File: config.mk
export PLATFORM = sky130hd
export DESIGN_NAME = colscan_pwm_ctrl
export DESIGN_NICKNAME = d
export VERILOG_FILES = /design/src/rtl/colscan_pkg.sv /design/src/rtl/slot_timer.sv /design/src/rtl/col_sequencer.sv /design/src/rtl/row_fetch.sv /design/src/rtl/row_pwm_bank.sv /design/src/rtl/colscan_pwm_ctrl.sv
export SDC_FILE = /design/constraint.sdc
export NUM_CORES = 2
export LEC_CHECK = 0
export ABC_AREA = 0
export BUFFER_PORTS_ARGS = -buffer_cell sky130_fd_sc_hd__buf_2
export CAP_MARGIN = 20
export CORE_UTILIZATION = 64
export CTS_BUF_LIST = sky130_fd_sc_hd__clkbuf_8
export DETAILED_ROUTE_END_ITERATION = 16
export GPL_TIMING_DRIVEN = 0
export PLACE_DENSITY = 0.82
export SYNTH_ARGS = -nofsm -noshare
export SYNTH_HDL_FRONTEND = slang
export SYNTH_SLANG_ARGS = --single-unit
File: constraint.sdc
create_clock -name clk -period 5 [get_ports clk]
set_input_delay 1 -clock clk [delete_from_list [all_inputs] [get_ports clk]]
set_output_delay 1 -clock clk [all_outputs]
set_load 0.1 [all_outputs]
File: src/rtl/colscan_pkg.sv
package colscan_pkg;

    localparam int GRAY_W     = 8;
    localparam int SLOT_COUNT = 1 << GRAY_W;

    typedef logic [GRAY_W-1:0] gray_t;

    typedef struct packed {
        logic  win_end;
        gray_t slot;
    } slot_stat_t;

    function automatic int idx_w(input int n);
        return (n <= 1) ? 1 : $clog2(n);
    endfunction

endpackage

File: src/rtl/slot_timer.sv
module slot_timer
    import colscan_pkg::*;
#(
    parameter int PRESCALE = 102
) (
    input  logic       clk,
    input  logic       clr,
    output slot_stat_t stat
);
    localparam int PRE_W = idx_w(PRESCALE);

    logic  tick;
    gray_t slot_q;

    generate
        if (PRESCALE == 1) begin : g_no_pre
            assign tick = 1'b1;
        end else begin : g_pre
            logic [PRE_W-1:0] pre_q;
            assign tick = (pre_q == PRE_W'(PRESCALE - 1));
            always_ff @(posedge clk) begin
                if (clr)       pre_q <= '0;
                else if (tick) pre_q <= '0;
                else           pre_q <= pre_q + 1'b1;
            end
        end
    endgenerate

    always_ff @(posedge clk) begin
        if (clr)       slot_q <= '0;
        else if (tick) slot_q <= slot_q + 1'b1;
    end

    assign stat.slot    = slot_q;
    assign stat.win_end = tick && (slot_q == gray_t'(SLOT_COUNT - 1));

    // the slot index only moves by +1, and only after a tick or a clear
    p_slot_step_r2: assert property (@(posedge clk) disable iff (clr)
        (slot_q != $past(slot_q)) |-> ((slot_q == $past(slot_q) + 1'b1) && ($past(tick) || $past(clr))));

endmodule

File: src/rtl/col_sequencer.sv
module col_sequencer
    import colscan_pkg::*;
#(
    parameter int NUM_COLS = 128,
    localparam int COL_W = idx_w(NUM_COLS)
) (
    input  logic             clk,
    input  logic             clr,
    input  logic             win_end,
    output logic [COL_W-1:0] fetch_col,
    output logic [COL_W-1:0] show_col,
    output logic             show_vld,
    output logic             frame_start
);
    function automatic logic [COL_W-1:0] col_next(input logic [COL_W-1:0] c);
        return (c == COL_W'(NUM_COLS - 1)) ? '0 : c + 1'b1;
    endfunction

    always_ff @(posedge clk) begin
        if (clr) begin
            fetch_col   <= '0;
            show_col    <= '0;
            show_vld    <= 1'b0;
            frame_start <= 1'b0;
        end else if (win_end) begin
            show_col    <= fetch_col;
            show_vld    <= 1'b1;
            fetch_col   <= col_next(fetch_col);
            frame_start <= (fetch_col == '0);
        end else begin
            frame_start <= 1'b0;
        end
    end

    // the shown column steps by one (with wrap) at each boundary once valid
    p_col_advance_r3: assert property (@(posedge clk) disable iff (clr)
        (win_end && show_vld) |=> (show_col == col_next($past(show_col))));

    // the shown column holds between boundaries
    p_col_hold_r3: assert property (@(posedge clk) disable iff (clr)
        (!win_end) |=> $stable(show_col));

endmodule

File: src/rtl/row_fetch.sv
module row_fetch
    import colscan_pkg::*;
#(
    parameter int NUM_ROWS = 96,
    localparam int ROW_W = idx_w(NUM_ROWS),
    localparam int CNT_W = $clog2(NUM_ROWS + 1)
) (
    input  logic             clk,
    input  logic             clr,
    input  logic             win_end,
    output logic             rd_en,
    output logic [ROW_W-1:0] rd_row,
    input  gray_t            rd_data,
    output gray_t            bank [NUM_ROWS]
);
    logic [CNT_W-1:0] fetch_row;
    logic             cap_vld;
    logic [ROW_W-1:0] cap_row;
    gray_t            shadow [NUM_ROWS];
    gray_t            active [NUM_ROWS];

    assign rd_en  = (fetch_row < CNT_W'(NUM_ROWS));
    assign rd_row = fetch_row[ROW_W-1:0];

    always_ff @(posedge clk) begin
        if (clr || win_end) fetch_row <= '0;
        else if (rd_en)     fetch_row <= fetch_row + 1'b1;
    end

    always_ff @(posedge clk) begin
        if (clr) begin
            cap_vld <= 1'b0;
            cap_row <= '0;
        end else begin
            cap_vld <= rd_en;
            cap_row <= rd_row;
        end
    end

    always_ff @(posedge clk) begin
        if (cap_vld) shadow[cap_row] <= rd_data;
    end

    always_ff @(posedge clk) begin
        for (int r = 0; r < NUM_ROWS; r++) begin
            if (clr)          active[r] <= '0;
            else if (win_end) active[r] <= shadow[r];
        end
    end

    assign bank = active;

    // every read of a window is finished before the boundary
    p_fetch_done_r5: assert property (@(posedge clk) disable iff (clr)
        win_end |-> (!rd_en && !cap_vld));

endmodule

File: src/rtl/row_pwm_bank.sv
module row_pwm_bank
    import colscan_pkg::*;
#(
    parameter int NUM_ROWS = 96
) (
    input  logic                clk,
    input  logic                clr,
    input  logic                en,
    input  gray_t               slot,
    input  gray_t               bank [NUM_ROWS],
    output logic [NUM_ROWS-1:0] row_drv
);
    generate
        for (genvar r = 0; r < NUM_ROWS; r++) begin : g_row
            assign row_drv[r] = en && (slot < bank[r]);

            // a row may only turn on in slot 0; later in the window it can only stay on or turn off
            p_no_midrise_r6: assert property (@(posedge clk) disable iff (clr)
                (row_drv[r] && (slot != '0)) |-> $past(row_drv[r]));
        end
    endgenerate

endmodule

File: src/rtl/colscan_pwm_ctrl.sv
module colscan_pwm_ctrl
    import colscan_pkg::*;
#(
    parameter int NUM_COLS = 128,
    parameter int NUM_ROWS = 96,
    parameter int PRESCALE = 102,
    localparam int COL_W = idx_w(NUM_COLS),
    localparam int ROW_W = idx_w(NUM_ROWS)
) (
    input  logic                clk,
    input  logic                rst,
    input  logic                disp_en,
    output logic                fb_rd_en,
    output logic [COL_W-1:0]    fb_rd_col,
    output logic [ROW_W-1:0]    fb_rd_row,
    input  logic [GRAY_W-1:0]   fb_rd_data,
    output logic [NUM_COLS-1:0] col_sel,
    output logic [NUM_ROWS-1:0] row_drv,
    output logic                frame_start
);
    logic             clr;
    slot_stat_t       st;
    logic [COL_W-1:0] fetch_col;
    logic [COL_W-1:0] show_col;
    logic             show_vld;
    logic             fs_q;
    logic             rd_en_i;
    logic [ROW_W-1:0] rd_row_i;
    gray_t            bank [NUM_ROWS];

    assign clr = rst || !disp_en;

    slot_timer #(.PRESCALE(PRESCALE)) u_timer (
        .clk  (clk),
        .clr  (clr),
        .stat (st)
    );

    col_sequencer #(.NUM_COLS(NUM_COLS)) u_seq (
        .clk         (clk),
        .clr         (clr),
        .win_end     (st.win_end),
        .fetch_col   (fetch_col),
        .show_col    (show_col),
        .show_vld    (show_vld),
        .frame_start (fs_q)
    );

    row_fetch #(.NUM_ROWS(NUM_ROWS)) u_fetch (
        .clk     (clk),
        .clr     (clr),
        .win_end (st.win_end),
        .rd_en   (rd_en_i),
        .rd_row  (rd_row_i),
        .rd_data (fb_rd_data),
        .bank    (bank)
    );

    row_pwm_bank #(.NUM_ROWS(NUM_ROWS)) u_pwm (
        .clk     (clk),
        .clr     (clr),
        .en      (show_vld && !clr),
        .slot    (st.slot),
        .bank    (bank),
        .row_drv (row_drv)
    );

    generate
        for (genvar c = 0; c < NUM_COLS; c++) begin : g_col
            assign col_sel[c] = !clr && show_vld && (show_col == COL_W'(c));
        end
    endgenerate

    assign fb_rd_en    = rd_en_i && !clr;
    assign fb_rd_row   = rd_row_i;
    assign fb_rd_col   = fetch_col;
    assign frame_start = fs_q && !clr;

    // never more than one column lit
    p_col_onehot_r3: assert property (@(posedge clk) disable iff (rst)
        $onehot0(col_sel));

    // rows are dark whenever no column is selected
    p_dark_no_col_r3: assert property (@(posedge clk) disable iff (rst)
        (col_sel == '0) |-> (row_drv == '0));

    // the frame strobe only coincides with column 0
    p_frame_col0_r4: assert property (@(posedge clk) disable iff (rst)
        frame_start |-> col_sel[0]);

    // disabled display drives nothing
    p_blank_off_r1: assert property (@(posedge clk) disable iff (rst)
        !disp_en |-> (col_sel == '0 && row_drv == '0 && !frame_start && !fb_rd_en));

endmodule

==> flow_summary.ini <==
[run_status]
outcome = completed

[timing]
period_share_pct = 99.56
drv_slew = 0
worst-slew-pin-transition_ns = 1.046
finClkSkew_ns = 0.04965
max_freq_mhz = 200.9
hold_viol = 0
finalCriticalPeriod_ns = 4.978
holdWs_ns = 0.4032
relSlewSlack_pct = 30.24
final.setup.tns_ns = 0
setup-violations-final = 0

[logic_synthesis]
ys_ff_latch = 1582
syn_area_per_cell_um2 = 12.29
ys_seq_area_share_pct = 59.03
synth_common_cells = dfxtp_1 (814), a22o_1 (776), inv_1 (774), edfxtp_1 (768), ha_1 (678)
ys_warn_count = 0
netlist_area_um2 = 66680
yosysTopAreaCell = edfxtp_1
synth.net_count = 6115
netlist.area_leader.share_pct = 34.59
synth.distinct_cells = 43
synth_edf_count = 768
yosysMostFrequentCell = dfxtp_1
ys_async_sr_fraction_pct = 0
synth.area.top_cells = edfxtp_1 (35%), dfxtp_1 (24%), ha_1 (13%), a22o_1 (10%), inv_1 (4.4%)
syn-instance-count = 5426
synth_ff_type = dfxtp_1

[floorplanning]
num_io_pins = 251
core_um2 = 103300
dieHeight_um = 324.8
rows = 118
initial_core_util_pct = 64.52
die_w_um = 324.8
die_area_um2 = 105500

[clock_tree]
cts.root.buffer_cell = clkbuf_8
cts_hold_buf = 0
cts_tree = done
insertion_delay_ns = 0.93
clk_path_buf_depth = 3
numCtsBuffers = 231
cts_sinks = 1582
h-tree-depth = 4
clk_pin_slew_worst_paths_ns = 0.09

[drt]
dr.pass1.iters = 8
vias_per_cell = 5.958
drcViolationCount = 0
post_drt_wl_per_cell_um = 21.61
drtIter0Drc = 3246
wirelength_um = 163000
antenna_left = 0
vias = 44939

[global_route]
grt_start_max_net_pins = 73
grt_pass1_vias = 44428
grt_pass1_wl_um = 249100
grtUsageMet1_pct = 40.02
grt_util_all_layers_pct = 30.70
use_met2_pct = 50.68
overflow = 0
grt_antenna_before_repair = 2
grtUsageMet3_pct = 5.105
globalRoute.busiestLayer = met2

[final_layout]
drive_above_1_share_pct = 14.34
syn_to_final_growth_pct = 13.77
nets = 6642
instances_no_fill = 7542
post-route-util_pct = 73.40

[critical_path]
arrival_ns = 3.98
endpoint_kind = primary output
cp_max_fo = 29
critPathRequiredTime_ns = 4.00
critPathLaunchType = flip-flop
worst-setup-path-type = reg -> out

[placement]
gp_congestion = 0.8908
io_buffers = 250
dp_hpwl_um = 101000
placed_cells = 7094

[worst_hold_path]
hp-class = reg -> reg

[power]
power.density_nw_per_um2 = 313.7
ir_drop_v = 0.0003029
p_leak_nw = 29.30

[run]
cap_violations = 0
[final cells by class]
class,count,area (um^2)
Antenna cell,3,7.507
Buffer,231,1509
Clock buffer,274,3771
Clock inverter,165,704.4
Fill cell,6748,27490
Inverter,774,2905
Multi-Input combinational cell,2839,23560
Sequential cell,1582,39380
Tap cell,1380,1727
Timing Repair Buffer,294,2288
[flip-flops by register name, summed over array words and instances (netlist names)]
register / cells
u_timer.g_pre.pre_q: 7
u_fetch.rd_row: 7
u_fetch.bank: 528
u_timer.slot_q: 8
u_fetch.cap_vld: 1
u_seq.show_vld: 1
u_fetch.cap_row: 7
bank: 240
u_fetch.shadow: 768
u_seq.frame_start: 1
u_seq.show_col: 7
u_seq.fetch_col: 7
[cells by family after synthesis]
family	count (synthesis)	synth area share, %
flip-flops	1582	59.03
AO/OA/AOI/OAI	1371	15.22
buffers and inverters	1005	6.613
AND/OR/NAND/NOR	773	6.194
adder cells (fa/ha/maj)	678	12.72
XOR/XNOR	17	0.2233
[worst max-delay path, stage by stage, from the launching register on]
cell and delay, ns:
dfxtp_4 0.72, buf_12 0.29, buf_16 0.28, ha_1 0.30
and4_1 0.21, a2111oi_2 0.71, buf_2 0.55
[through the flow]
step                area [um^2]  total power [mW]  worst slack, ns
global placement          70280             14.21           -1.491
CTS                       75810             23.84          0.01805
detailed placement        71240             14.22          -0.2058
global route              75850             24.45        -0.006609
finish                    75860             23.79          0.02223
floorplan                 67300             13.97           -1.324
[what timing repair did]
item | 4_1_cts | 5_1_grt
gates resized for setup | 10 | 4
gates cloned | 0 | 0
buffers inserted | 2 | 0
setup endpoints to repair | 28 | 4
[path summary, 6_finish.rpt]
path | start | to | slack (ns) | depth (start not counted)
setup reg to reg | u_timer.slot_q[0]$_SDFFE_PP0P_ | u_fetch.bank[738]$_SDFFE_PP0P_ | 1.76 | 8
hold reg to reg | u_fetch.shadow[4][3]$_DFFE_PP_ | u_fetch.bank[731]$_SDFFE_PP0P_ | 0.40 | 1
hold / removal | u_fetch.shadow[4][3]$_DFFE_PP_ | u_fetch.bank[731]$_SDFFE_PP0P_ | 0.40 | 1
setup / recovery | u_timer.slot_q[5]$_SDFFE_PP0P_ | row_drv[68] | 0.02 | 6
[power by group]
| group | leakage, nW | internal [mW] | switching [mW] |
|---|---|---|---|
| registers | 13.5 | 13.6 | 0.00329 |
| logic | 13.1 | 0.0568 | 0.323 |
| clock network | 2.72 | 5.01 | 4.84 |
[per-layer routing]
layer	wire, um	share of wire (%)	up-vias
met2	77910	48	1720
li1	-	-	21010
met5	13	0.0080	-
met3	12190	7.5	432
met4	6191	3.8	2
met1	66700	41	21775
[cell usage in the layout, fill, tap and decap left out, drive strengths merged, types with 4 or more instances in the layout]
| cell | Yosys | routed |
|---|---|---|
| o21ai | 198 | 198 |
| clkinv | 0 | 41 |
| and4 | 95 | 95 |
| nor2 | 246 | 246 |
| ha | 678 | 678 |
| nor3 | 10 | 10 |
| inv | 774 | 893 |
| nand3 | 33 | 33 |
| dfxtp | 814 | 814 |
| nor2b | 11 | 11 |
| clkinvlp | 0 | 4 |
| and3 | 4 | 4 |
| a22o | 776 | 776 |
| edfxtp | 768 | 768 |
| nand2 | 130 | 130 |
| clkbuf | 63 | 342 |
| and2 | 9 | 9 |
| buf | 168 | 457 |
| xor2 | 6 | 6 |
| nand2b | 100 | 100 |
| nor4 | 8 | 8 |
| or3 | 5 | 5 |
| nand4 | 105 | 105 |
| a2111oi | 95 | 95 |
| or2 | 5 | 5 |
| a21oi | 296 | 296 |
| xnor2 | 11 | 11 |
Power figures use the tool's default switching activity.
